File: config.mk
export PLATFORM = sky130hd
export DESIGN_NAME = and_byte_exec
export DESIGN_NICKNAME = d
export VERILOG_FILES = /design/src/rtl/and_exec_pkg.sv /design/src/rtl/and_decode.sv /design/src/rtl/and_regfile.sv /design/src/rtl/and_alu.sv /design/src/rtl/and_byte_exec.sv
export SDC_FILE = /design/constraint.sdc
export NUM_CORES = 2
export LEC_CHECK = 0
export ABC_AREA = 1
export BUFFER_PORTS_ARGS = -buffer_cell sky130_fd_sc_hd__buf_2
export CAP_MARGIN = 20
export CORE_ASPECT_RATIO = 1.4
export CORE_MARGIN = 3
export CORE_UTILIZATION = 24
export CTS_CLUSTER_DIAMETER = 60
export DETAILED_ROUTE_END_ITERATION = 6
export PLACE_DENSITY = 0.41
export SLEW_MARGIN = 30
export SYNTH_ARGS = -nofsm -noshare
export SYNTH_HDL_FRONTEND = slang
export SYNTH_SLANG_ARGS = --single-unit
File: constraint.sdc
create_clock -name clk -period 3.1 [get_ports clk]
set_input_delay 0.31 -clock clk [delete_from_list [all_inputs] [get_ports clk]]
set_output_delay 0.31 -clock clk [all_outputs]
set_load 0.01 [all_outputs]
File: src/rtl/and_exec_pkg.sv
// Shared constants, types and opcode helpers for the AND executor.
// Assumes a 16-entry, 64-bit register file indexed by 4-bit codes.
package and_exec_pkg;

    localparam int DATA_W  = 64;
    localparam int REG_N   = 16;
    localparam int IDX_W   = $clog2(REG_N);
    localparam logic [7:0] PFX_OSZ = 8'h66;

    typedef enum logic [1:0] {
        OSZ_8,
        OSZ_16,
        OSZ_32,
        OSZ_64
    } osz_e;

    typedef struct packed {
        logic [IDX_W-1:0]  dst_idx;
        logic              dst_hi;
        logic [IDX_W-1:0]  src_idx;
        logic              src_hi;
        logic              use_imm;
        logic [DATA_W-1:0] imm;
        osz_e              osz;
    } and_uop_t;

    // Tells whether a byte is one of the supported AND opcodes.
    function automatic logic is_and_opcode(input logic [7:0] b);
        return b inside {8'h20, 8'h21, 8'h22, 8'h23, 8'h24, 8'h25,
                         8'h80, 8'h81, 8'h83};
    endfunction

    // Number of immediate bytes an opcode carries at the given size.
    function automatic logic [2:0] imm_len(input logic [7:0] op,
                                           input logic wide,
                                           input logic half);
        case (op)
            8'h24, 8'h80, 8'h83: return 3'd1;
            8'h25, 8'h81:        return (half && !wide) ? 3'd2 : 3'd4;
            default:             return 3'd0;
        endcase
    endfunction

endpackage

File: src/rtl/and_decode.sv
// Byte-serial decoder for the AND family.
// Collects prefixes, the opcode, ModRM and immediate bytes, rejects
// unsupported forms, and presents a decoded micro-op during the execute
// state. Assumes only register operands (mod = 3) are legal.
module and_decode
    import and_exec_pkg::*;
(
    input  logic      clk,
    input  logic      rst_n,
    input  logic      in_valid,
    input  logic [7:0] in_byte,
    output logic      in_ready,
    output logic      illegal,
    output logic      exec_fire,
    output logic      done_o,
    output and_uop_t  uop
);

    typedef enum logic [2:0] {
        ST_PFX,
        ST_MODRM,
        ST_IMM,
        ST_EXEC,
        ST_DONE
    } dstate_e;

    dstate_e     st;
    logic        rex_on, rex_w, rex_r, rex_b, o16;
    logic [7:0]  opc, modrm;
    logic [31:0] immb;
    logic [2:0]  icnt, ineed;
    logic        accept, wide, acc_form, reg_dst, is_byte;
    logic [IDX_W-1:0] reg_enc, rm_enc;

    assign accept = in_valid && in_ready;
    assign wide   = rex_on && rex_w;

    // Byte collection state machine and prefix capture.
    always_ff @(posedge clk) begin
        if (!rst_n) begin
            st      <= ST_PFX;
            rex_on  <= 1'b0;
            rex_w   <= 1'b0;
            rex_r   <= 1'b0;
            rex_b   <= 1'b0;
            o16     <= 1'b0;
            opc     <= 8'h00;
            modrm   <= 8'h00;
            immb    <= 32'h0;
            icnt    <= 3'd0;
            ineed   <= 3'd0;
            illegal <= 1'b0;
        end else begin
            illegal <= 1'b0;
            case (st)
                ST_PFX: if (accept) begin
                    if (in_byte == PFX_OSZ) begin
                        o16    <= 1'b1;
                        rex_on <= 1'b0;
                    end else if (in_byte[7:4] == 4'h4) begin
                        rex_on <= 1'b1;
                        rex_w  <= in_byte[3];
                        rex_r  <= in_byte[2];
                        rex_b  <= in_byte[0];
                    end else if (is_and_opcode(in_byte)) begin
                        opc   <= in_byte;
                        ineed <= imm_len(in_byte, wide, o16);
                        icnt  <= 3'd0;
                        modrm <= 8'h00;
                        st    <= (in_byte[7:1] == 7'h12) ? ST_IMM : ST_MODRM;
                    end else begin
                        illegal <= 1'b1;
                        rex_on  <= 1'b0;
                        o16     <= 1'b0;
                    end
                end
                ST_MODRM: if (accept) begin
                    if (in_byte[7:6] != 2'b11 ||
                        (opc[7] && in_byte[5:3] != 3'd4)) begin
                        illegal <= 1'b1;
                        rex_on  <= 1'b0;
                        o16     <= 1'b0;
                        st      <= ST_PFX;
                    end else begin
                        modrm <= in_byte;
                        st    <= (ineed == 3'd0) ? ST_EXEC : ST_IMM;
                    end
                end
                ST_IMM: if (accept) begin
                    immb[{icnt[1:0], 3'b000} +: 8] <= in_byte;
                    icnt <= icnt + 3'd1;
                    if (icnt + 3'd1 == ineed) st <= ST_EXEC;
                end
                ST_EXEC: st <= ST_DONE;
                ST_DONE: begin
                    st     <= ST_PFX;
                    rex_on <= 1'b0;
                    o16    <= 1'b0;
                end
                default: st <= ST_PFX;
            endcase
        end
    end

    // Handshake and phase outputs derived from the state.
    always_comb begin
        in_ready  = (st == ST_PFX) || (st == ST_MODRM) || (st == ST_IMM);
        exec_fire = (st == ST_EXEC);
        done_o    = (st == ST_DONE);
    end

    // Operand-form classification of the held opcode.
    always_comb begin
        is_byte  = ~opc[0];
        acc_form = (opc[7:1] == 7'h12);
        reg_dst  = (opc[7:1] == 7'h11);
        reg_enc  = {rex_on & rex_r, modrm[5:3]};
        rm_enc   = {rex_on & rex_b, modrm[2:0]};
    end

    // Micro-op assembly: size, register mapping and immediate extension.
    always_comb begin
        logic [IDX_W-1:0] d_enc, s_enc;
        uop = '0;
        if (is_byte)    uop.osz = OSZ_8;
        else if (wide)  uop.osz = OSZ_64;
        else if (o16)   uop.osz = OSZ_16;
        else            uop.osz = OSZ_32;
        d_enc = reg_dst ? reg_enc : rm_enc;
        s_enc = reg_dst ? rm_enc  : reg_enc;
        if (acc_form) d_enc = '0;
        if (is_byte && !rex_on && d_enc[2]) begin
            uop.dst_idx = {2'b00, d_enc[1:0]};
            uop.dst_hi  = 1'b1;
        end else begin
            uop.dst_idx = d_enc;
        end
        if (is_byte && !rex_on && s_enc[2]) begin
            uop.src_idx = {2'b00, s_enc[1:0]};
            uop.src_hi  = 1'b1;
        end else begin
            uop.src_idx = s_enc;
        end
        uop.use_imm = opc[7] | acc_form;
        case (ineed)
            3'd1:    uop.imm = DATA_W'($signed(immb[7:0]));
            3'd2:    uop.imm = DATA_W'($signed(immb[15:0]));
            default: uop.imm = DATA_W'($signed(immb[31:0]));
        endcase
    end

    assert_illegal_follows_accept_R10: assert property (@(posedge clk)
        disable iff (!rst_n) illegal |-> $past(accept));

    assert_memory_form_rejected_R10: assert property (@(posedge clk)
        disable iff (!rst_n)
        (st == ST_MODRM && accept && in_byte[7:6] != 2'b11)
        |=> (illegal && st == ST_PFX));

    assert_done_single_R11: assert property (@(posedge clk)
        disable iff (!rst_n) done_o |=> !done_o);

    assert_exec_then_done_R11: assert property (@(posedge clk)
        disable iff (!rst_n) exec_fire |=> done_o);

    assert_busy_not_ready_R11: assert property (@(posedge clk)
        disable iff (!rst_n) (exec_fire || done_o) |-> !in_ready);

    assert_osz_cancels_rex_R9: assert property (@(posedge clk)
        disable iff (!rst_n)
        (st == ST_PFX && accept && in_byte == PFX_OSZ) |=> !rex_on);

endmodule

File: src/rtl/and_regfile.sv
// General register file: REG_N words of DATA_W bits, one write port and
// three combinational read ports (destination, source, observation).
// Assumes each register resets to its index pattern (15-i per nibble).
module and_regfile #(
    parameter int DATA_W = 64,
    parameter int REG_N  = 16,
    parameter int IDX_W  = $clog2(REG_N)
) (
    input  logic              clk,
    input  logic              rst_n,
    input  logic              we,
    input  logic [IDX_W-1:0]  widx,
    input  logic [DATA_W-1:0] wdata,
    input  logic [IDX_W-1:0]  ra_idx,
    output logic [DATA_W-1:0] ra_data,
    input  logic [IDX_W-1:0]  rb_idx,
    output logic [DATA_W-1:0] rb_data,
    input  logic [IDX_W-1:0]  rc_idx,
    output logic [DATA_W-1:0] rc_data
);

    localparam int NIBS = DATA_W / 4;

    logic [DATA_W-1:0] regs [REG_N];

    for (genvar g = 0; g < REG_N; g++) begin : g_reg
        localparam logic [3:0] NIB = 4'(REG_N - 1 - g);
        logic [DATA_W-1:0] q;
        // Holds one register; loads on a matching write.
        always_ff @(posedge clk) begin
            if (!rst_n)
                q <= {NIBS{NIB}};
            else if (we && widx == IDX_W'(g))
                q <= wdata;
        end
        assign regs[g] = q;
    end

    // Combinational read ports.
    always_comb begin
        ra_data = regs[ra_idx];
        rb_data = regs[rb_idx];
        rc_data = regs[rc_idx];
    end

    assert_write_lands_R2: assert property (@(posedge clk)
        disable iff (!rst_n) we |=> (regs[$past(widx)] == $past(wdata)));

endmodule

File: src/rtl/and_alu.sv
// Size-aware AND datapath: selects operand slices, forms the result,
// merges it into the destination word and computes SF, ZF and PF.
// Assumes DATA_W is 64 and the micro-op is stable during execute.
module and_alu
    import and_exec_pkg::*;
(
    input  and_uop_t          uop,
    input  logic [DATA_W-1:0] dst_word,
    input  logic [DATA_W-1:0] src_word,
    output logic [DATA_W-1:0] wr_word,
    output logic              res_sf,
    output logic              res_zf,
    output logic              res_pf
);

    logic [7:0]        a8, b8;
    logic [DATA_W-1:0] b_full, res;

    // Operand slice selection for byte and wider forms.
    always_comb begin
        a8     = uop.dst_hi ? dst_word[15:8] : dst_word[7:0];
        b_full = uop.use_imm ? uop.imm : src_word;
        if (uop.use_imm)     b8 = uop.imm[7:0];
        else if (uop.src_hi) b8 = src_word[15:8];
        else                 b8 = src_word[7:0];
    end

    // Result, merge into destination, and sign bit at operand size.
    always_comb begin
        res = '0;
        case (uop.osz)
            OSZ_8: begin
                res[7:0] = a8 & b8;
                wr_word  = uop.dst_hi
                         ? {dst_word[DATA_W-1:16], res[7:0], dst_word[7:0]}
                         : {dst_word[DATA_W-1:8], res[7:0]};
                res_sf   = res[7];
            end
            OSZ_16: begin
                res[15:0] = dst_word[15:0] & b_full[15:0];
                wr_word   = {dst_word[DATA_W-1:16], res[15:0]};
                res_sf    = res[15];
            end
            OSZ_32: begin
                res[31:0] = dst_word[31:0] & b_full[31:0];
                wr_word   = res;
                res_sf    = res[31];
            end
            default: begin
                res     = dst_word & b_full;
                wr_word = res;
                res_sf  = res[DATA_W-1];
            end
        endcase
        res_zf = (res == '0);
        res_pf = ~^res[7:0];
    end

endmodule

File: src/rtl/and_byte_exec.sv
// Top of the byte-serial AND executor: decoder, register file, datapath
// and the status flag register. Assumes register-only operands.
module and_byte_exec
    import and_exec_pkg::*;
(
    input  logic        clk,
    input  logic        rst_n,
    input  logic        in_valid,
    input  logic [7:0]  in_byte,
    output logic        in_ready,
    output logic        done,
    output logic        illegal,
    input  logic [3:0]  rd_sel,
    output logic [63:0] rd_data,
    output logic        flag_cf,
    output logic        flag_pf,
    output logic        flag_af,
    output logic        flag_zf,
    output logic        flag_sf,
    output logic        flag_of
);

    and_uop_t          uop;
    logic              exec_fire;
    logic [DATA_W-1:0] dst_word, src_word, wr_word;
    logic              res_sf, res_zf, res_pf;

    and_decode u_dec (
        .clk       (clk),
        .rst_n     (rst_n),
        .in_valid  (in_valid),
        .in_byte   (in_byte),
        .in_ready  (in_ready),
        .illegal   (illegal),
        .exec_fire (exec_fire),
        .done_o    (done),
        .uop       (uop)
    );

    and_regfile #(
        .DATA_W (DATA_W),
        .REG_N  (REG_N),
        .IDX_W  (IDX_W)
    ) u_rf (
        .clk     (clk),
        .rst_n   (rst_n),
        .we      (exec_fire),
        .widx    (uop.dst_idx),
        .wdata   (wr_word),
        .ra_idx  (uop.dst_idx),
        .ra_data (dst_word),
        .rb_idx  (uop.src_idx),
        .rb_data (src_word),
        .rc_idx  (rd_sel),
        .rc_data (rd_data)
    );

    and_alu u_alu (
        .uop      (uop),
        .dst_word (dst_word),
        .src_word (src_word),
        .wr_word  (wr_word),
        .res_sf   (res_sf),
        .res_zf   (res_zf),
        .res_pf   (res_pf)
    );

    // Status flags: cleared/set on execute, AF keeps its value.
    always_ff @(posedge clk) begin
        if (!rst_n) begin
            flag_cf <= 1'b0;
            flag_of <= 1'b0;
            flag_sf <= 1'b0;
            flag_zf <= 1'b0;
            flag_pf <= 1'b0;
            flag_af <= 1'b0;
        end else if (exec_fire) begin
            flag_cf <= 1'b0;
            flag_of <= 1'b0;
            flag_sf <= res_sf;
            flag_zf <= res_zf;
            flag_pf <= res_pf;
        end
    end

    assert_flags_cleared_R8: assert property (@(posedge clk)
        disable iff (!rst_n) exec_fire |=> (!flag_cf && !flag_of));

    assert_upper_cleared_R7: assert property (@(posedge clk)
        disable iff (!rst_n)
        (exec_fire && uop.osz == OSZ_32) |=> (dst_word[63:32] == 32'h0));

    assert_half_keeps_upper_R7: assert property (@(posedge clk)
        disable iff (!rst_n)
        (exec_fire && uop.osz == OSZ_16)
        |=> (dst_word[63:16] == $past(dst_word[63:16])));

    assert_high_byte_keeps_low_R4: assert property (@(posedge clk)
        disable iff (!rst_n)
        (exec_fire && uop.osz == OSZ_8 && uop.dst_hi)
        |=> (dst_word[7:0] == $past(dst_word[7:0])));

    assert_no_write_when_rejected_R10: assert property (@(posedge clk)
        disable iff (!rst_n) illegal |-> !exec_fire);

endmodule

==> results.ini <==
[hold_path]
hold_class=input pin to flip-flop

[floorplan]
coreArea_um2=293000
initial_core_util=0.242
fp.dieW_um=465
ios=88
die_area_um2=302000
die_y_um=649
rows=235

[global_routing]
first_global_vias=80100
grt_overflow=0
antenna_found_initial=16
grt_pass1_wl_mm=576
grt_max_degree=181
globalRouteTotalUtil=0.256

[logic_synthesis]
synthCells=12000
seq_area_frac_synth=0.307
syn_area_per_cell_um2=5.91
synth_top_cell_by_area=dfxtp_1
synthTopCellsByArea=dfxtp_1 (31%), nand2_1 (18%), o21ai_0 (11%)
ys.warnings.count=0
synth_flop_cell=dfxtp_1
synthArstFlopShare=0
synth.top_cell.area_share=0.307
synth_edf_count=0
synth_cell_types=53
syn-cell-area_um2=70900
ys_ff_latch=1088

[timing]
max_freq_ghz=0.275
hold_ws_ns=0.373
slew_violations=0
hold_violations=0
period_share=1.17
slew_headroom=0.481
final-setup-viol-count=814
grt_setup_unrepaired=true
skew_ns=0.0337
fin_crit_ns=3.64
timing.final.ws_setup_ns=-0.540
tightest_slew_ns=0.778
finalSetupTns_ns=-67.41

[setup_path]
cp_max_fo=10
crit_buf_inv=10
startpoint_type=flip-flop
critPathArrivalTime_ns=4.40
slowest_stage=dfxtp_2
crit_family=simple AND/OR/NAND/NOR gates
crit_top_cell=nor2_1
cp.required_ns=3.86
max_stage_delay_ns=0.32
critPathKind=flip-flop to flip-flop
endpoint_kind=flip-flop

[place]
postPlaceCellArea_um2=82100
dpl.hpwl_mm=263
gp_congestion=0.939
dp.cells=15800
place_ws_ns=-0.831
io_buffers=84

[clock_network]
numCtsBuffers=143
cts_buffer_depth=4
cts.htree.levels=4
clock_latency_ns=0.83
cts_tree=yes
clock-sinks=1088
path_clk_slew_ns=0.06
cts_root_buf=clkbuf_16

[finish]
utilization=0.308
final_common_cell=nand2_1
nets=12200
design_area_um2=90200
final_cell_mix=nand2_1 (3,356), o21ai_0 (1,480), a21oi_1 (1,427)
drive_gt1_frac=0.129
nFillCells=32200
fin_cells=16200
area_growth_syn_to_layout_pct=27.3

[detailed_routing]
totalWireLength_mm=406
routedWlPerCell_um=25.1
via_per_inst=5.29
drc=7
firstDrtPassIters=7
ant_nets=0
drt-initial-drc-count=8614
route.vias.total=85600

[status]
failed_checks=DRC, setup timing
outcome=finished with violations

[pwr]
power_density_nw_per_um2=526
peakVddDrop_mv=0.385
p_leak_nw=42.4
totalPowerFinal_mw=47.4

[run]
maxCapViolCount=0

## kinds of logic (layout without fill, tap and decap cells)
kind of cell    Yosys count  count (layout)  share of synthesized area
mux                      11              11                    0.00155
flops                  1088            1088                      0.307
other cells               1               9                  0.0000529
fa+ha+maj                 9               9                    0.00159
buf+inv                2314            2597                      0.132
xor+xnor                  4               4                   0.000495
compound gates         3542            3542                      0.266
simple gates           5011            5012                      0.291
## layout make-up
cell class	instances	area (µm²)	area share
multi-input combinational	8581	40800	0.452
clock buffer	196	4090	0.0453
sequential	1088	21800	0.242
clock inverter	47	518	0.00574
tap	3910	4890	0.0542
timing repair buffer	1105	13300	0.148
antenna	6	15.0	0.000166
inverter	1249	4780	0.0530
## metal layers
layer / routed length [µm] / share of wire / vias to the layer above / track usage
met5: 12 / 0.000030 / - / 0
met4: 29100 / 0.072 / 2 / 0.153
met3: 28500 / 0.070 / 1075 / 0.0367
met2: 187000 / 0.46 / 4043 / 0.427
met1: 161000 / 0.40 / 40600 / 0.311
li1: - / - / 39800 / -
## repair_timing
action	CTS	global route
hold endpoints to repair	26	0
endpoints found under the setup margin	976	1028
pin swaps	59	37
resized for setup	258	170
hold buffers	10	0
cloned	18	9
buffers inserted	79	28
## Yosys cell counts (all sizes together), types with 2 or more instances
master	instances
o21bai	6
or4	5
a31oi	4
dfxtp	1088
nand4	153
buf	422
ha	9
nor3	29
nand2	3403
a21boi	2
xnor2	3
nor2	424
o21ai	1697
o211ai	197
o221ai	69
mux2i	11
clkbuf	643
or3	4
a211oi	47
nand3	990
clkinv	6
o22ai	74
inv	1243
a21oi	1438
o311ai	4
## worst reg2reg max path: cells and delay by family, from the launching register on
| family | cells | cell delay [ns] |
|---|---|---|
| and+or+nand+nor | 17 | 1.72 |
| buffers and inverters | 10 | 1.39 |
| DFF | 1 | 0.32 |
| AOI/OAI and AO/OA | 1 | 0.14 |
## sequential cells by signal, indices dropped and copies added, names as in the netlist
register       cells
u_dec.opc          8
u_rf.g.q        1024
u_dec.rex_w        1
u_dec.rex_b        1
u_dec.rex_r        1
u_dec.icnt         3
u_dec.rex_on       1
u_dec.ineed        3
flag_sf            1
u_dec.st           3
u_dec.o16          1
u_dec.illegal      1
u_dec.immb        32
flag_pf            1
u_dec.modrm        6
flag_zf            1
## path summary, 6_finish.rpt
kind	start	slack, ns	end	depth (start not counted)
worst max-delay path	u_dec.opc[2]	-0.54	flag_zf	28
worst min-delay path	in_valid	0.37	u_dec.illegal	4
worst max register to register	u_dec.opc[2]	-0.54	flag_zf	28
worst min register to register	u_dec.immb[11]	0.45	u_dec.immb[11]	2
## where the power goes
part	leakage [nW]	switching [mW]	internal, mW
logic	31.3	10.1	5.87
registers	8.79	0.0674	14.0
clock network	2.26	7.31	9.98
No activity file was read; power rests on OpenSTA's default activity.
